## config.mk

```make
export PLATFORM = sky130hd
export DESIGN_NAME = nvm_store_seq
export DESIGN_NICKNAME = d
export VERILOG_FILES = /design/src/rtl/nvm_store_pkg.sv /design/src/rtl/nvm_store_window.sv /design/src/rtl/nvm_store_timer.sv /design/src/rtl/nvm_store_bank.sv /design/src/rtl/nvm_store_seq.sv
export SDC_FILE = /design/constraint.sdc
export NUM_CORES = 1
export LEC_CHECK = 0
export ABC_CLOCK_PERIOD_IN_PS = 2700
export BUFFER_PORTS_ARGS = -buffer_cell sky130_fd_sc_hd__buf_2
export CORE_AREA = 2 2 89 91
export DETAILED_ROUTE_END_ITERATION = 8
export DIE_AREA = 0 0 91 93
export PLACE_DENSITY = 0.73
export SETUP_SLACK_MARGIN = 0.15
export SLEW_MARGIN = 5
export SYNTH_ARGS = -nofsm -noshare
export SYNTH_HDL_FRONTEND = slang
export SYNTH_HIERARCHICAL = 1
export SYNTH_SLANG_ARGS = --single-unit
```

## constraint.sdc

```tcl
create_clock -name clk_i -period 2.7 [get_ports clk_i]
set_input_delay 0.405 -clock clk_i [delete_from_list [all_inputs] [get_ports clk_i]]
set_output_delay 0.405 -clock clk_i [all_outputs]
set_load 0.01 [all_outputs]
```

## src/rtl/nvm_store_pkg.sv

```systemverilog
package nvm_store_pkg;
  localparam int unsigned DEF_N_CH     = 4;
  localparam int unsigned DEF_DW       = 8;
  localparam int unsigned DEF_WR_TICKS = 16;
endpackage

```

## src/rtl/nvm_store_window.sv

```systemverilog
module nvm_store_window #(
  parameter int unsigned N_CH = nvm_store_pkg::DEF_N_CH,
  parameter int unsigned DW   = nvm_store_pkg::DEF_DW,
  localparam int unsigned AW  = $clog2(N_CH)
) (
  input  logic          clk_i,
  input  logic          rst_ni,
  input  logic          sclk_tick_i,
  input  logic          start_i,
  input  logic          frame_done_i,
  input  logic [AW-1:0] addr_i,
  input  logic [DW-1:0] data_i,
  input  logic          prog_i,
  input  logic          supply_ok_i,
  input  logic          busy_i,
  output logic          go_o,
  output logic [AW-1:0] st_addr_o,
  output logic [DW-1:0] st_data_o
);
  logic prog_early_q, armed_q;

  always_ff @(posedge clk_i or negedge rst_ni) begin
    if (!rst_ni) begin
      prog_early_q <= 1'b0;
      armed_q      <= 1'b0;
      st_addr_o    <= '0;
      st_data_o    <= '0;
    end else begin
      if (start_i) prog_early_q <= prog_i;
      if (frame_done_i && !busy_i) begin
        armed_q   <= 1'b1;
        st_addr_o <= addr_i;
        st_data_o <= data_i;
      end else if (sclk_tick_i) begin
        armed_q <= 1'b0;  // window closes on the tick after the last bit
      end
    end
  end

  assign go_o = armed_q && sclk_tick_i && prog_i && !prog_early_q && supply_ok_i && !busy_i;
endmodule

```

## src/rtl/nvm_store_timer.sv

```systemverilog
module nvm_store_timer #(
  parameter int unsigned WR_TICKS = nvm_store_pkg::DEF_WR_TICKS,
  localparam int unsigned CW      = $clog2(WR_TICKS + 1)
) (
  input  logic clk_i,
  input  logic rst_ni,
  input  logic sclk_tick_i,
  input  logic go_i,
  output logic busy_o,
  output logic done_o
);
  localparam logic [CW-1:0] LAST = CW'(WR_TICKS - 1);
  logic [CW-1:0] cnt_q;

  assign done_o = busy_o && sclk_tick_i && (cnt_q == LAST);

  always_ff @(posedge clk_i or negedge rst_ni) begin
    if (!rst_ni) begin
      busy_o <= 1'b0;
      cnt_q  <= '0;
    end else if (go_i) begin
      busy_o <= 1'b1;
      cnt_q  <= '0;
    end else if (done_o) begin
      busy_o <= 1'b0;
      cnt_q  <= '0;
    end else if (busy_o && sclk_tick_i) begin
      cnt_q <= cnt_q + 1'b1;
    end
  end

  a_r10_hold_without_tick: assert property (@(posedge clk_i) disable iff (!rst_ni)
    busy_o && !sclk_tick_i |=> busy_o && $stable(cnt_q));
  a_r3_count_in_range: assert property (@(posedge clk_i) disable iff (!rst_ni)
    busy_o |-> cnt_q <= LAST);
endmodule

```

## src/rtl/nvm_store_bank.sv

```systemverilog
module nvm_store_bank #(
  parameter int unsigned N_CH        = nvm_store_pkg::DEF_N_CH,
  parameter int unsigned DW          = nvm_store_pkg::DEF_DW,
  parameter logic [DW-1:0] BACK_INIT = '0,
  localparam int unsigned AW         = $clog2(N_CH)
) (
  input  logic               clk_i,
  input  logic               rst_ni,
  input  logic               pwrup_i,
  input  logic               busy_i,
  input  logic               wr_en_i,
  input  logic [AW-1:0]      wr_addr_i,
  input  logic [DW-1:0]      wr_data_i,
  input  logic               st_en_i,
  input  logic [AW-1:0]      st_addr_i,
  input  logic [DW-1:0]      st_data_i,
  output logic [N_CH*DW-1:0] work_o,
  output logic [N_CH*DW-1:0] back_o
);
  logic [DW-1:0] work_q [N_CH];
  logic [DW-1:0] back_q [N_CH];

  always_ff @(posedge clk_i or negedge rst_ni) begin
    if (!rst_ni) begin
      for (int i = 0; i < N_CH; i++) begin
        work_q[i] <= BACK_INIT;
        back_q[i] <= BACK_INIT;
      end
    end else begin
      for (int i = 0; i < N_CH; i++)
        if (st_en_i && st_addr_i == AW'(i)) back_q[i] <= st_data_i;
      if (pwrup_i) begin
        for (int i = 0; i < N_CH; i++) work_q[i] <= back_q[i];
      end else if (wr_en_i) begin
        work_q[wr_addr_i] <= wr_data_i;
      end
    end
  end

  for (genvar g = 0; g < N_CH; g++) begin : g_flat
    assign work_o[g*DW +: DW] = work_q[g];
    assign back_o[g*DW +: DW] = back_q[g];
  end

  a_r4_backing_moves_at_end: assert property (@(posedge clk_i) disable iff (!rst_ni)
    !$stable(back_o) |-> $fell(busy_i));
  a_r8_pwrup_copies: assert property (@(posedge clk_i) disable iff (!rst_ni)
    $past(pwrup_i) |-> work_o == $past(back_o));
  a_r6_work_frozen_busy: assert property (@(posedge clk_i) disable iff (!rst_ni)
    $past(busy_i) && !$past(pwrup_i) |-> $stable(work_o));
endmodule

```

## src/rtl/nvm_store_seq.sv

```systemverilog
module nvm_store_seq #(
  parameter int unsigned N_CH        = nvm_store_pkg::DEF_N_CH,
  parameter int unsigned DW          = nvm_store_pkg::DEF_DW,
  parameter int unsigned WR_TICKS    = nvm_store_pkg::DEF_WR_TICKS,
  parameter logic [DW-1:0] BACK_INIT = DW'(8'h80),
  localparam int unsigned AW         = $clog2(N_CH)
) (
  input  logic               clk_i,
  input  logic               rst_ni,
  input  logic               pwrup_i,
  input  logic               sclk_tick_i,
  input  logic               start_i,
  input  logic               frame_done_i,
  input  logic [AW-1:0]      addr_i,
  input  logic [DW-1:0]      data_i,
  input  logic               prog_i,
  input  logic               supply_ok_i,
  output logic               rdy_o,
  output logic               do_en_o,
  output logic [N_CH*DW-1:0] work_o,
  output logic [N_CH*DW-1:0] back_o
);
  logic busy, go, done;
  logic [AW-1:0] st_addr;
  logic [DW-1:0] st_data;

  nvm_store_window #(.N_CH(N_CH), .DW(DW)) u_window (
    .clk_i, .rst_ni, .sclk_tick_i, .start_i, .frame_done_i, .addr_i, .data_i,
    .prog_i, .supply_ok_i, .busy_i(busy), .go_o(go),
    .st_addr_o(st_addr), .st_data_o(st_data)
  );

  nvm_store_timer #(.WR_TICKS(WR_TICKS)) u_timer (
    .clk_i, .rst_ni, .sclk_tick_i, .go_i(go), .busy_o(busy), .done_o(done)
  );

  nvm_store_bank #(.N_CH(N_CH), .DW(DW), .BACK_INIT(BACK_INIT)) u_bank (
    .clk_i, .rst_ni, .pwrup_i, .busy_i(busy),
    .wr_en_i(frame_done_i && !busy), .wr_addr_i(addr_i), .wr_data_i(data_i),
    .st_en_i(done), .st_addr_i(st_addr), .st_data_i(st_data),
    .work_o, .back_o
  );

  assign rdy_o   = !busy;
  assign do_en_o = !busy;

  a_r5_busy_needs_supply: assert property (@(posedge clk_i) disable iff (!rst_ni)
    $fell(rdy_o) |-> $past(supply_ok_i));
  a_r2_busy_from_prog_tick: assert property (@(posedge clk_i) disable iff (!rst_ni)
    $fell(rdy_o) |-> $past(sclk_tick_i && prog_i));
endmodule

```

# Word-level counts from Yosys, hierarchy flattened
# Index checks and enable logic that the tools add are counted.
# op_classes
addsub	1
n_mul	0
div_mod_pow	0
n_lt_le_gt_ge	2
n_eq_ne	4
n_shift	0
muxes	12
bitwise_logic	1
n_reduce_logical	20
# op_table
cell	n
$mux W32	2
$bwmux W32	1
$demux W8 S2	1
$mux W5	3
$logic_and A1 B1 Y1	13
$mux W8	1
$reduce_bool A2 Y1	3
$add A5 B1 Y5 const B	1
$eq A5 B4 Y1 const B	1
$eq A2 B2 Y1 const B	2
$mux W1	4
$ge A3 B3 Y1 const B	1
$lt A3 B1 Y1 const B	1
$not A2 Y3	1
$reduce_bool A3 Y1	1
$eq A2 B1 Y1 const B	1
$logic_not A1 Y1	2
$logic_not A2 Y1	1
# totals
register_bits	82
latchBits	0
mem_bits_rw	0
mem_bits_ro	0
in_bits	18
out_inout_bits	66
word_cells	54
mem_count	0

# Longest topological paths before layout
# Gate-level depths: netlist of the first run.
# depth
depth_word	8
ltp_mapped	6

# Hierarchy
# Netlist of the first run, hierarchy kept.
# by_module_without_submodules
module	instances	cells_each	area_per_inst_um2
nvm_store_bank	1	250	2791.4
nvm_store_window	1	29	523.0
nvm_store_timer	1	30	305.3
nvm_store_seq	1	3	17.5

# Worst setup path before layout of the first run
# No wires, ideal clock.
# synth_path
kind	register to register
startpoint	reg u_timer.cnt_q[0]
endpoint	reg u_bank.back_q, in the netlist u_bank/back_o[0]
setup_ps	125
t_arrival_ps	1620
t_required_ps	2575
setup_slack_ps	955
stages_incl_launch_ff	7
path_buffers	0
path_cell_list	dfrtp_1 ha_1 and3b_1 nand2_1 inv_1 nor3b_4 mux2_2
# synth_between
elab_chain_cells	3
# synth_lines
item	line_no	rtl
start, declared	nvm_store_timer.sv:13	logic [CW-1:0] cnt_q;
start signal, assigned	nvm_store_timer.sv:28	cnt_q <= cnt_q + 1'b1;
$eq A5 B4 Y1	nvm_store_timer.sv:15	assign done_o = busy_o && sclk_tick_i && (cnt_q == LAST);
$logic_and A1 B1 Y1	nvm_store_timer.sv:15	
net done	nvm_store_seq.sv:23	logic busy, go, done;
$logic_and A1 B1 Y1	nvm_store_bank.sv:31	if (st_en_i && st_addr_i == AW'(i)) back_q[i] <= st_data_i;
end signal, assigned by index	nvm_store_bank.sv:31	
end, declared	nvm_store_bank.sv:21	logic [DW-1:0] back_q [N_CH];
# The timed path passes the listed nets, and every way through them passes these cells.
# A chain may end at the register's enable or synchronous reset.

# Worst setup path after layout of the first run
# layout_path
startpoint	reg u_timer.cnt_q[0]
endpoint	reg u_bank.back_q, in the netlist u_bank/back_o[4]
# The elaborated chain is that of the path after synthesis.

==> results of run 1 <==
per-stage QoR:
stage                     hold WS, ns  util, %  worst slack (ns)
after global routing            0.302     57.1             0.587
after detailed placement        0.459     54.4             0.740
after global placement          0.452     54.4             0.824
after CTS                       0.254     57.1             0.712
final                           0.229     57.1             0.734
after floorplan                 0.109        -             0.955
power by group:
group / leakage, nW / internal, W / total, W / switching, W
Combinational: 1.10 / 0.000423 / 0.000823 / 0.000400
Sequential: 1.03 / 0.00150 / 0.00177 / 0.000273
Clock: 0.101 / 0.000473 / 0.000896 / 0.000424
Total: 2.23 / 0.00239 / 0.00349 / 0.00110
cells by family (layout without fill, tap and decap cells):
| group | after synthesis | count (layout) | synth area share (%) |
|---|---|---|---|
| simple gates | 95 | 95 | 15.7 |
| flops | 82 | 82 | 56.7 |
| compound gates | 70 | 70 | 9.94 |
| mux | 43 | 43 | 14.2 |
| buf+inv | 20 | 102 | 2.89 |
| fa+ha+maj | 1 | 1 | 0.344 |
| xor+xnor | 1 | 1 | 0.241 |
cell usage in the layout, fill, tap and decap left out, types with 2 or more instances in the layout:
cell type,Yosys,layout
or3b_1,2,2
inv_1,4,4
dfstp_2,8,8
nor2b_1,33,33
and3b_1,3,3
nand3_1,2,2
nand3b_1,3,3
and3_1,2,2
nand3b_2,2,2
a21oi_1,66,66
nand2_1,37,37
clkbuf_8,0,11
mux2_4,9,9
mux2_2,34,34
buf_2,8,82
dfrtp_1,74,74
layout make-up:
cell class,count,area share [%]
well taps,102,2.97
repair buffers,83,9.73
inverters,4,0.350
clock buffers,11,3.52
clock inverters,4,1.19
flip-flops and latches,82,48.0
multi-input cells,210,34.2
flip-flops by register name (all words and copies together) (netlist names):
signal and count:
u_bank/work_o 32, u_window/st_data_o 8, u_window/prog_early_q 1, u_timer/cnt_q 5, u_timer/busy_o 1, u_window/st_addr_o 2, u_bank/back_o 32, u_window/armed_q 1
layer usage:
layer,up-vias,routed length (µm)
met1,1304,3690
li1,1233,-
met3,9,513
met5,-,0
met2,79,4130
met4,0,119
worst max-delay path by stage:
stage	cells past startpoint	endpoint	slack (ns)	start
4_1_cts	6	u_bank/back_o[4]$_DFFE_PN0P_	0.71	u_timer/cnt_q[0]$_DFFE_PN0P_
3_5_place_dp	5	u_bank/back_o[3]$_DFFE_PN0P_	0.74	u_timer/busy_o$_DFFE_PN0P_
3_3_place_gp	6	u_bank/back_o[2]$_DFFE_PN0P_	0.82	u_timer/cnt_q[0]$_DFFE_PN0P_
5_1_grt	6	u_bank/back_o[0]$_DFFE_PN0P_	0.59	u_timer/cnt_q[0]$_DFFE_PN0P_
6_report	6	u_bank/back_o[4]$_DFFE_PN0P_	0.73	u_timer/cnt_q[0]$_DFFE_PN0P_
2_1_floorplan	6	u_bank/back_o[0]$_DFFE_PN0P_	0.96	u_timer/cnt_q[0]$_DFFE_PN0P_
==> reports/qor.yml, run 1 <==
yosysMostFrequentCell: "dfrtp_1"
avgSynthCellArea_um2: 11.7
clk_latency_ns: 0.34
viasPerCell: 5.29
cts_hold_buf: 0
drv_cap: 0
async_flop_share_pct: 100
die_y_um: 93
seq_area_frac_synth_pct: 56.7
power_density_nw_per_um2: 812
grt_util_met1_pct: 26.8
placedCellCount: 481
path_cells: "ha_1 -> and3b_1 -> nand2_1 -> inv_1 -> nor3b_4 -> mux2_2"
synthCells: 312
hpwl_um: 5720
nNetsFinal: 409
core_um2: 7530
cts.clk_slew.worst_paths_ns: 0.08
cts.sinks: 82
synth.area.top_cells: "dfrtp_1 51%, mux2_2 11%, a21oi_1 9.1%, dfstp_2 5.8%, nor2b_1 5.7%"
wl_um: 8440
maxSlewViolCount: 0
ctsRootBufferMaster: "clkbuf_8"
final_area_um2: 4300
grt_use_met2_pct: 34.0
grt_max_degree: 83
globalRoute.busiestLayer: "met2"
cts_tree: "yes"
drt_iter0_markers: 104
ir_drop_v: 0.000520
cts_resized: 0
drive_above_1_share_pct: 40.4
synth_seq_cells: 82
r2r_end: "u_bank/back_o[4]$_DFFE_PN0P_"
ys.flop_type: "dfrtp_1"
leakage_nw: 2.23
min_period_ns: 1.97
grt_util_met3_pct: 5.72
final_cell_count_no_fill: 496
yosysWarnings: 6
nFillCells: 682
num_io_pins: 84
synth_edf_count: 0
required_ns: 2.93
setup_viol: 0
htreeDepth: 3
start_kind: "register"
max_stage_delay_ns: 0.46
track_usage_pct: 20.6
crit_family: "simple AND/OR/NAND/NOR gates"
grt_first_pass_wirelength_um: 13400
fin_crit_sh_pct: 72.8
area_delta_synth_final_pct: 18.1
max_slew_margin_pct: 31.0
worst_pin_slew_ns: 1.03
rrSetupSlack_ns: 0.73
skew_ns: 0.00765
rr_startpoint: "u_timer/cnt_q[0]$_DFFE_PN0P_"
netlist_top_cells_count: "74 x dfrtp_1, 66 x a21oi_1, 37 x nand2_1, 34 x mux2_2, 33 x nor2b_1"
rsz0062_at_grt: "false"
holdCritPathClass: "in -> async"
r2r_cells: 6
path_buf_inv: 1
postCtsSetupRepairBufs: 0
syn-cell-area_um2: 3640
regArea_um2: 2060
dieWidth_um: 91
hold_viol: 0
status: "completed"
yosysUniqueCellTypes: 35
antenna_found_initial: 0
post-synth-top-area-fraction_pct: 50.9
firstDrtPassIters: 4
synth_top_cell_by_area: "dfrtp_1"
slowest_stage: "nor3b_4"
start_util_pct: 48.3
std_cell_rows: 32
multi_input_area_um2: 1470
cp_max_fo: 8
gp_congestion: 0.804
cts_buffers: 9
finalPower_w: 0.00349
drcViolationCount: 0
io_buffers: 83
grt_pass1_vias: 2557
wl_per_cell_um: 17.0
num_vias: 2625
die_area_um2: 8460
worstPathArrival_ns: 2.20
cts_buffer_depth: 2
crit_path_end_kind: "register"
timing.fmax_ghz: 0.509
ant_nets: 0
syn-num-nets: 331
tns_ns: 0
placed_cell_area_um2: 4090
gr-total-overflow: 0
num_antenna_cells: 0
critPathKind: "reg -> reg"
Power figures use the tool's default switching activity.
==> inputs of run 2 (changes only) <==
ABC_AREA = 1   (was unset)
ABC_CLOCK_PERIOD_IN_PS = 1950   (was 2700)
CORE_AREA = 2 2 91 93   (was 2 2 89 91)
DIE_AREA = 0 0 93 95   (was 0 0 91 93)
clock period = 1.95 ns   (was 2.7 ns; I/O delays follow)
==> run 2 against run 1 <==
Worst setup slack worse by 0.39 ns; sequential share of layout area down 2.8 points; critical endpoint is now u_bank/back_o[9]$_DFFE_PN0P_; critical path depth up 3; synthesized cell count up 54%; sequential power up 25%; highest routed layer unchanged; core utilization up 0.50 points; clock skew up 0.0013 ns; wire length up 14%; total power up 30%; combinational power up 32%.
==> reports/qor.yml, run 2 <==
status: "completed"  # unchanged
timing.fmax_ghz: 0.624  # was 0.509 GHz
max_stage_delay_ns: 0.43  # was 0.46 ns
synth_seq_cells: 82  # unchanged
avgSynthCellArea_um2: 7.93  # was 11.7 µm²
track_usage_pct: 23.1  # was 20.6%
gp_congestion: 0.845  # was 0.804
wl_per_cell_um: 14.2  # was 17.0 µm
seq_area_frac_synth_pct: 54.0  # was 56.7%
grt_first_pass_wirelength_um: 15400  # was 13,400 µm
worst_pin_slew_ns: 0.543  # was 1.03 ns
area_delta_synth_final_pct: 19.6  # was 18.1%
rsz0062_at_grt: "false"  # unchanged
gr-total-overflow: 0  # unchanged
hold_viol: 0  # unchanged
skew_ns: 0.00896  # was 0.00765 ns
swShare_pct: 35.1  # was 31.4%
async_flop_share_pct: 100  # unchanged
r2r_end: "u_bank/back_o[9]$_DFFE_PN0P_"  # was u_bank/back_o[4]$_DFFE_PN0P_
syn-cell-area_um2: 3820  # was 3640 µm²
start_util_pct: 48.1  # was 48.3%
post-synth-top-area-fraction_pct: 48.5  # was 50.9%
final_area_um2: 4560  # was 4300 µm²
io_buffers: 83  # unchanged
drv_cap: 0  # unchanged
placedCellCount: 662  # was 481
required_ns: 2.18  # was 2.93 ns
synthCells: 481  # was 312
cp_max_fo: 16  # was 8
drcViolationCount: 0  # unchanged
grt_pass1_vias: 3090  # was 2,557
fin_ws_ns: 0.347  # was 0.734 ns
min-delay-start: "start_i"
wl_um: 9620  # was 8440 µm
holdCritPathClass: "in -> reg"  # was in -> async
path_cells: "ha_1 -> inv_1 -> nor2_4 -> nand3_2 -> inv_1 -> nand3_1 -> buf_4 -> nand2_1 -> o21ai_1"  # was ha_1 -> and3b_1 -> nand2_1 -> inv_1 -> nor3b_4 -> mux2_2
power_density_nw_per_um2: 991  # was 812 nW/µm²
die_area_um2: 8840  # was 8460 µm²
slowest_stage: "dfrtp_1"  # was nor3b_4
crit_start: "u_timer/cnt_q[0]$_DFFE_PN0P_"  # unchanged
multi_input_area_um2: 1530  # was 1470 µm²
rr_startpoint: "u_timer/cnt_q[0]$_DFFE_PN0P_"  # unchanged
cts_tree: "yes"  # unchanged
final_cell_count_no_fill: 679  # was 496
p_int_w: 0.00294  # was 0.00239 W
cts_buffers: 9  # unchanged
yosysMostFrequentCell: "nand2_1"  # was dfrtp_1
min_period_ns: 1.60  # was 1.97 ns
dieWidth_um: 93  # was 91 µm
cts_buffer_depth: 2  # unchanged
crit_path_frequent_cell: "inv_1"
drive_above_1_share_pct: 24.9  # was 40.4%
ant_nets: 0  # unchanged
synth_top_cell_by_area: "dfrtp_1"  # unchanged
placed_cell_area_um2: 4360  # was 4090 µm²
hold_path_end: "u_window/prog_early_q$_DFFE_PN0P_"
ys.flop_type: "dfrtp_1"  # unchanged
htreeDepth: 3  # unchanged
yosysUniqueCellTypes: 24  # was 35
ir_drop_v: 0.000714  # was 0.000520 V
nNetsFinal: 588  # was 409
num_antenna_cells: 0  # unchanged
r2r_cells: 9  # was 6
nFillCells: 747  # was 682
crit_path_end_kind: "register"  # unchanged
hpwl_um: 7240  # was 5720 µm
postCtsSetupRepairBufs: 0  # unchanged
synth_edf_count: 0  # unchanged
std_cell_rows: 33  # was 32
maxSlewViolCount: 0  # unchanged
regArea_um2: 2060  # unchanged
hold_depth: 2
cts.clk_slew.worst_paths_ns: 0.09  # was 0.08 ns
firstDrtPassIters: 4  # unchanged
p_comb_share_pct: 24.1  # was 23.6%
critPathKind: "reg -> reg"  # unchanged
p_clk_share_pct: 26.8  # was 25.7%
cts.sinks: 82  # unchanged
num_vias: 3349  # was 2,625
tns_ns: 0  # unchanged
rrSetupSlack_ns: 0.35  # was 0.73 ns
ctsRootBufferMaster: "clkbuf_8"  # unchanged
setup_viol: 0  # unchanged
num_io_pins: 84  # unchanged
drt_iter0_markers: 204  # was 104
clk_latency_ns: 0.36  # was 0.34 ns
viasPerCell: 4.93  # was 5.29
die_y_um: 95  # was 93 µm
synth.area.top_cells: "dfrtp_1 49%, nand2_1 23%, dfstp_2 5.5%, nand3_1 4.9%, o21ai_1 4.3%"  # was dfrtp_1 51%, mux2_2 11%, a21oi_1 9.1%, dfstp_2 5.8%, nor2b_1 5.7%
max_slew_margin_pct: 63.8  # was 31.0%
yosysWarnings: 6  # unchanged
p_sw_w: 0.00159  # was 0.00110 W
leakage_nw: 2.69  # was 2.23 nW
start_kind: "register"  # unchanged
syn-num-nets: 500  # was 331
final_cell_mix: "236 x nand2_1, 82 x buf_2, 74 x dfrtp_1"  # was 82 x buf_2, 74 x dfrtp_1, 66 x a21oi_1
netlist_top_cells_count: "236 x nand2_1, 74 x dfrtp_1, 37 x nand3_1, 33 x o21ai_1, 32 x inv_1"  # was 74 x dfrtp_1, 66 x a21oi_1, 37 x nand2_1, 34 x mux2_2, 33 x nor2b_1
core_um2: 7930  # was 7530 µm²
worstPathArrival_ns: 1.83  # was 2.20 ns
fin_crit_sh_pct: 82.2  # was 72.8%
dpl_worst_slack_ns: 0.372  # was 0.740 ns
grt_max_degree: 39  # was 83
seq_power_share_pct: 49.1  # was 50.7%
antenna_found_initial: 0  # unchanged
final_common_cell: "nand2_1"  # was buf_2
-- run 2: cell count changes after synthesis, sizes merged, moves of 35 or more --
cell	previous run	this run
nand2	37	248
a21oi	66	1
o21ai	0	36
nand3	3	39
inv	4	39
mux2	43	0
-- run 2: layout make-up --
class                           instances  area share [%]
Clock buffer                            9            2.71
Clock inverter                          7            1.54
Inverter                               40            3.40
Multi-Input combinational cell        345            33.5
Sequential cell                        82            45.2
Tap cell                              105            2.88
Timing Repair Buffer                   91            10.8
-- run 2: routing by layer --
| metal | share of wire [%] | up-vias | global-route usage [%] |
|---|---|---|---|
| met5 | 0 | - | 0 |
| met4 | 1.9 | 0 | 9.44 |
| met3 | 5.1 | 15 | 4.47 |
| met2 | 49 | 95 | 38.5 |
| met1 | 44 | 1571 | 29.7 |
| li1 | - | 1668 | - |
-- run 2: per-stage QoR --
| step | util, % | hold WS [ns] | total power (W) |
|---|---|---|---|
| 5_1_grt | 57.6 | 0.137 | 0.00481 |
| 3_3_place_gp | 55.0 | 0.291 | 0.00329 |
| 4_1_cts | 57.6 | 0.116 | 0.00455 |
| 6_report | 57.6 | 0.129 | 0.00452 |
| 2_1_floorplan | - | -0.00309 | 0.00292 |
| 3_5_place_dp | 55.0 | 0.293 | 0.00334 |
-- run 2: repair_timing --
item | 4_1_cts | 5_1_grt
gates resized for setup | 0 | 0
hold buffers | 1 | 0
hold endpoints to repair | 33 | 0
-- run 2: worst max-delay path by stage --
stage	endpoint
final	u_bank/back_o[9]$_DFFE_PN0P_
after global routing	u_bank/back_o[9]$_DFFE_PN0P_
after CTS	u_bank/back_o[9]$_DFFE_PN0P_
after detailed placement	u_bank/back_o[16]$_DFFE_PN0P_
after global placement	u_bank/back_o[2]$_DFFE_PN0P_
after floorplan	u_bank/back_o[13]$_DFFE_PN0P_
-- run 2: power by group through the flow --
| stage | logic (W) | registers [W] | clock network [W] |
|---|---|---|---|
| 6_report | 0.00109 | 0.00222 | 0.00121 |
| 5_1_grt | 0.00123 | 0.00225 | 0.00132 |
| 4_1_cts | 0.00110 | 0.00222 | 0.00124 |
| 3_5_place_dp | 0.00109 | 0.00225 | 0 |
| 3_3_place_gp | 0.00105 | 0.00224 | 0 |
| 2_1_floorplan | 0.000664 | 0.00226 | 0 |
-- run 2: worst max-delay path, delay by kind of cell (launching register included) --
kind / cells / cell delay [ns]
compound gates: 1 / 0.08
buf+inv: 3 / 0.38
flops: 1 / 0.43
fa+ha+maj: 1 / 0.19
simple gates: 4 / 0.40
-- run 2: cells by family (layout without fill, tap and decap cells) --
family	Yosys count	after routing	synth area share (%)
AOI/OAI and AO/OA	38	38	5.05
adders and majority gates	1	1	0.328
buffers and inverters	54	147	5.93
DFF	82	82	54.0
and+or+nand+nor	306	306	34.7
==> inputs of run 3 (changes only) <==
ABC_AREA = 0   (was 1)
ABC_CLOCK_PERIOD_IN_PS = 1450   (was 1950)
clock period = 1.45 ns   (was 1.95 ns; I/O delays follow)
==> run 3 against run 2 <==
The run now ends with setup timing left; combinational power rose by 120%; sequential power rose by 50%; core utilization rose by 6.8 points; largest power group unchanged.
==> reports/qor.yml, run 3 (same netlist as run 1, synthesis figures left out) <==
status: "finished with violations"  # was completed
violations: "setup timing"
drv_cap: 0  # unchanged
die_y_um: 95  # unchanged
num_vias: 2873  # was 3,349
leakage_nw: 2.59  # was 2.69 nW
clk_latency_ns: 0.35  # was 0.36 ns
power_density_nw_per_um2: 1450  # was 991 nW/µm²
required_ns: 1.69  # was 2.18 ns
start_kind: "register"  # unchanged
holdCritPathClass: "in -> reg"  # unchanged
grt_pass1_vias: 2931  # was 3,090
min_period_ns: 1.68  # was 1.60 ns
timing.fmax_ghz: 0.594  # was 0.624 GHz
io_buffers: 83  # unchanged
setup_viol: 49  # was 0
cp_max_fo: 8  # was 16
rrSetupSlack_ns: -0.23  # was 0.35 ns
worst_pin_slew_ns: 0.378  # was 0.543 ns
wl_um: 9940  # was 9620 µm
num_io_pins: 84  # unchanged
num_antenna_cells: 0  # unchanged
grt_first_pass_wirelength_um: 15400  # about the same
worstPathArrival_ns: 1.92  # was 1.83 ns
fin_ws_ns: -0.233  # was 0.347 ns
track_usage_pct: 22.9  # was 23.1%
drcViolationCount: 0  # unchanged
nNetsFinal: 443  # was 588
cts_buffers: 9  # unchanged
hold_path_end: "u_window/prog_early_q$_DFFE_PN0P_"  # unchanged
drt_iter0_markers: 158  # was 204
htreeDepth: 3  # unchanged
final_cell_mix: "79 x buf_2, 73 x dfrtp_1, 40 x mux2_4"  # was 236 x nand2_1, 82 x buf_2, 74 x dfrtp_1
std_cell_rows: 33  # unchanged
final_common_cell: "buf_2"  # was nand2_1
dieWidth_um: 93  # unchanged
cts.sinks: 82  # unchanged
antenna_found_initial: 0  # unchanged
rsz0062_at_grt: "true"  # was false
r2r_cells: 7  # was 9
skew_ns: 0.0105  # was 0.00896 ns
gr-total-overflow: 0  # unchanged
max_slew_margin_pct: 74.8  # was 63.8%
fin_crit_sh_pct: 116  # was 82.2%
cts_buffer_depth: 2  # unchanged
ant_nets: 0  # unchanged
grt_max_degree: 65  # was 39
maxSlewViolCount: 0  # unchanged
finalPower_w: 0.00739  # was 0.00452 W
ir_drop_v: 0.000999  # was 0.000714 V
firstDrtPassIters: 4  # unchanged
hpwl_um: 6140  # was 7240 µm
critPathKind: "reg -> reg"  # unchanged
cts.clk_slew.worst_paths_ns: 0.08  # was 0.09 ns
min-delay-start: "prog_i"  # was start_i
drive_above_1_share_pct: 58.7  # was 24.9%
utilization_pct: 64.4  # was 57.6%
core_um2: 7930  # unchanged
start_util_pct: 45.9  # was 48.1%
ctsRootBufferMaster: "clkbuf_8"  # unchanged
gp_congestion: 0.809  # was 0.845
hold_viol: 0  # unchanged
r2r_end: "u_bank/back_o[0]$_DFFE_PN0P_"  # was u_bank/back_o[9]$_DFFE_PN0P_
area_delta_synth_final_pct: 40.3  # was 19.6%
die_area_um2: 8840  # unchanged
cts_tree: "yes"  # unchanged
tns_ns: -7.12  # was 0 ns
dpl_worst_slack_ns: -0.286  # was 0.372 ns
viasPerCell: 5.38  # was 4.93
rr_startpoint: "u_timer/cnt_q[1]$_DFFE_PN0P_"  # was u_timer/cnt_q[0]$_DFFE_PN0P_
hold_depth: 2  # unchanged
crit_path_end_kind: "register"  # unchanged
wl_per_cell_um: 18.6  # was 14.2 µm
==> run 3: what timing repair did <==
item	4_1_cts	5_1_grt
endpoints found under the setup margin	81	82
pin swaps	55	24
buffers inserted	13	4
hold endpoints to repair	20	0
hold buffers	1	0
cloned	1	0
gates resized for setup	87	30
==> run 3: area by class of cell <==
type	count	area [µm²]
Tap cell	105	131
Clock inverter	6	65.1
Clock buffer	10	128
Fill cell	633	2830
Inverter	4	20.0
Multi-Input combinational cell	210	1870
Sequential cell	82	2060
Timing Repair Buffer	117	823
==> run 3: power by group <==
group          switching (W)  internal [W]
registers           0.000534       0.00279
logic                0.00105       0.00136
clock network       0.000850      0.000800
==> run 3: worst max-delay path, stage by stage, from the launching register on <==
cell and delay (ns):
dfrtp_1 0.36, ha_2 0.18, and3b_2 0.21, nand2_4 0.06, inv_4 0.07, nor3b_4 0.21
buf_12 0.17, mux2_4 0.31
==> run 3: worst max-delay path by stage <==
stage                                      start  depth (start not counted)                           end  slack (ns)
global route        u_timer/cnt_q[0]$_DFFE_PN0P_                          7  u_bank/back_o[0]$_DFFE_PN0P_       -0.32
finish              u_timer/cnt_q[1]$_DFFE_PN0P_                          7  u_bank/back_o[0]$_DFFE_PN0P_       -0.23
CTS                 u_timer/cnt_q[0]$_DFFE_PN0P_                          7  u_bank/back_o[0]$_DFFE_PN0P_       -0.21
floorplan           u_timer/cnt_q[0]$_DFFE_PN0P_                          6  u_bank/back_o[0]$_DFFE_PN0P_       -0.25
detailed placement  u_timer/cnt_q[1]$_DFFE_PN0P_                          7  u_bank/back_o[0]$_DFFE_PN0P_       -0.29
global placement    u_timer/cnt_q[1]$_DFFE_PN0P_                          7  u_bank/back_o[0]$_DFFE_PN0P_       -0.23
==> run 3: routing by layer <==
metal / track usage [%] / routed length, µm / vias to the layer above
met5: 0 / 0 / -
met4: 6.00 / 114 / 0
met3: 4.55 / 482 / 8
met2: 39.5 / 5090 / 87
met1: 29.8 / 4260 / 1474
li1: - / - / 1304
==> run 3: per-stage QoR <==
stage / hold slack, ns / cells / area (µm²)
finish: 0.111 / 534 / 5100
global route: 0.105 / 534 / 5100
CTS: 0.0973 / 530 / 4940
detailed placement: 0.159 / 499 / 4280
global placement: 0.163 / 499 / 4280
floorplan: -0.0781 / 312 / 3650
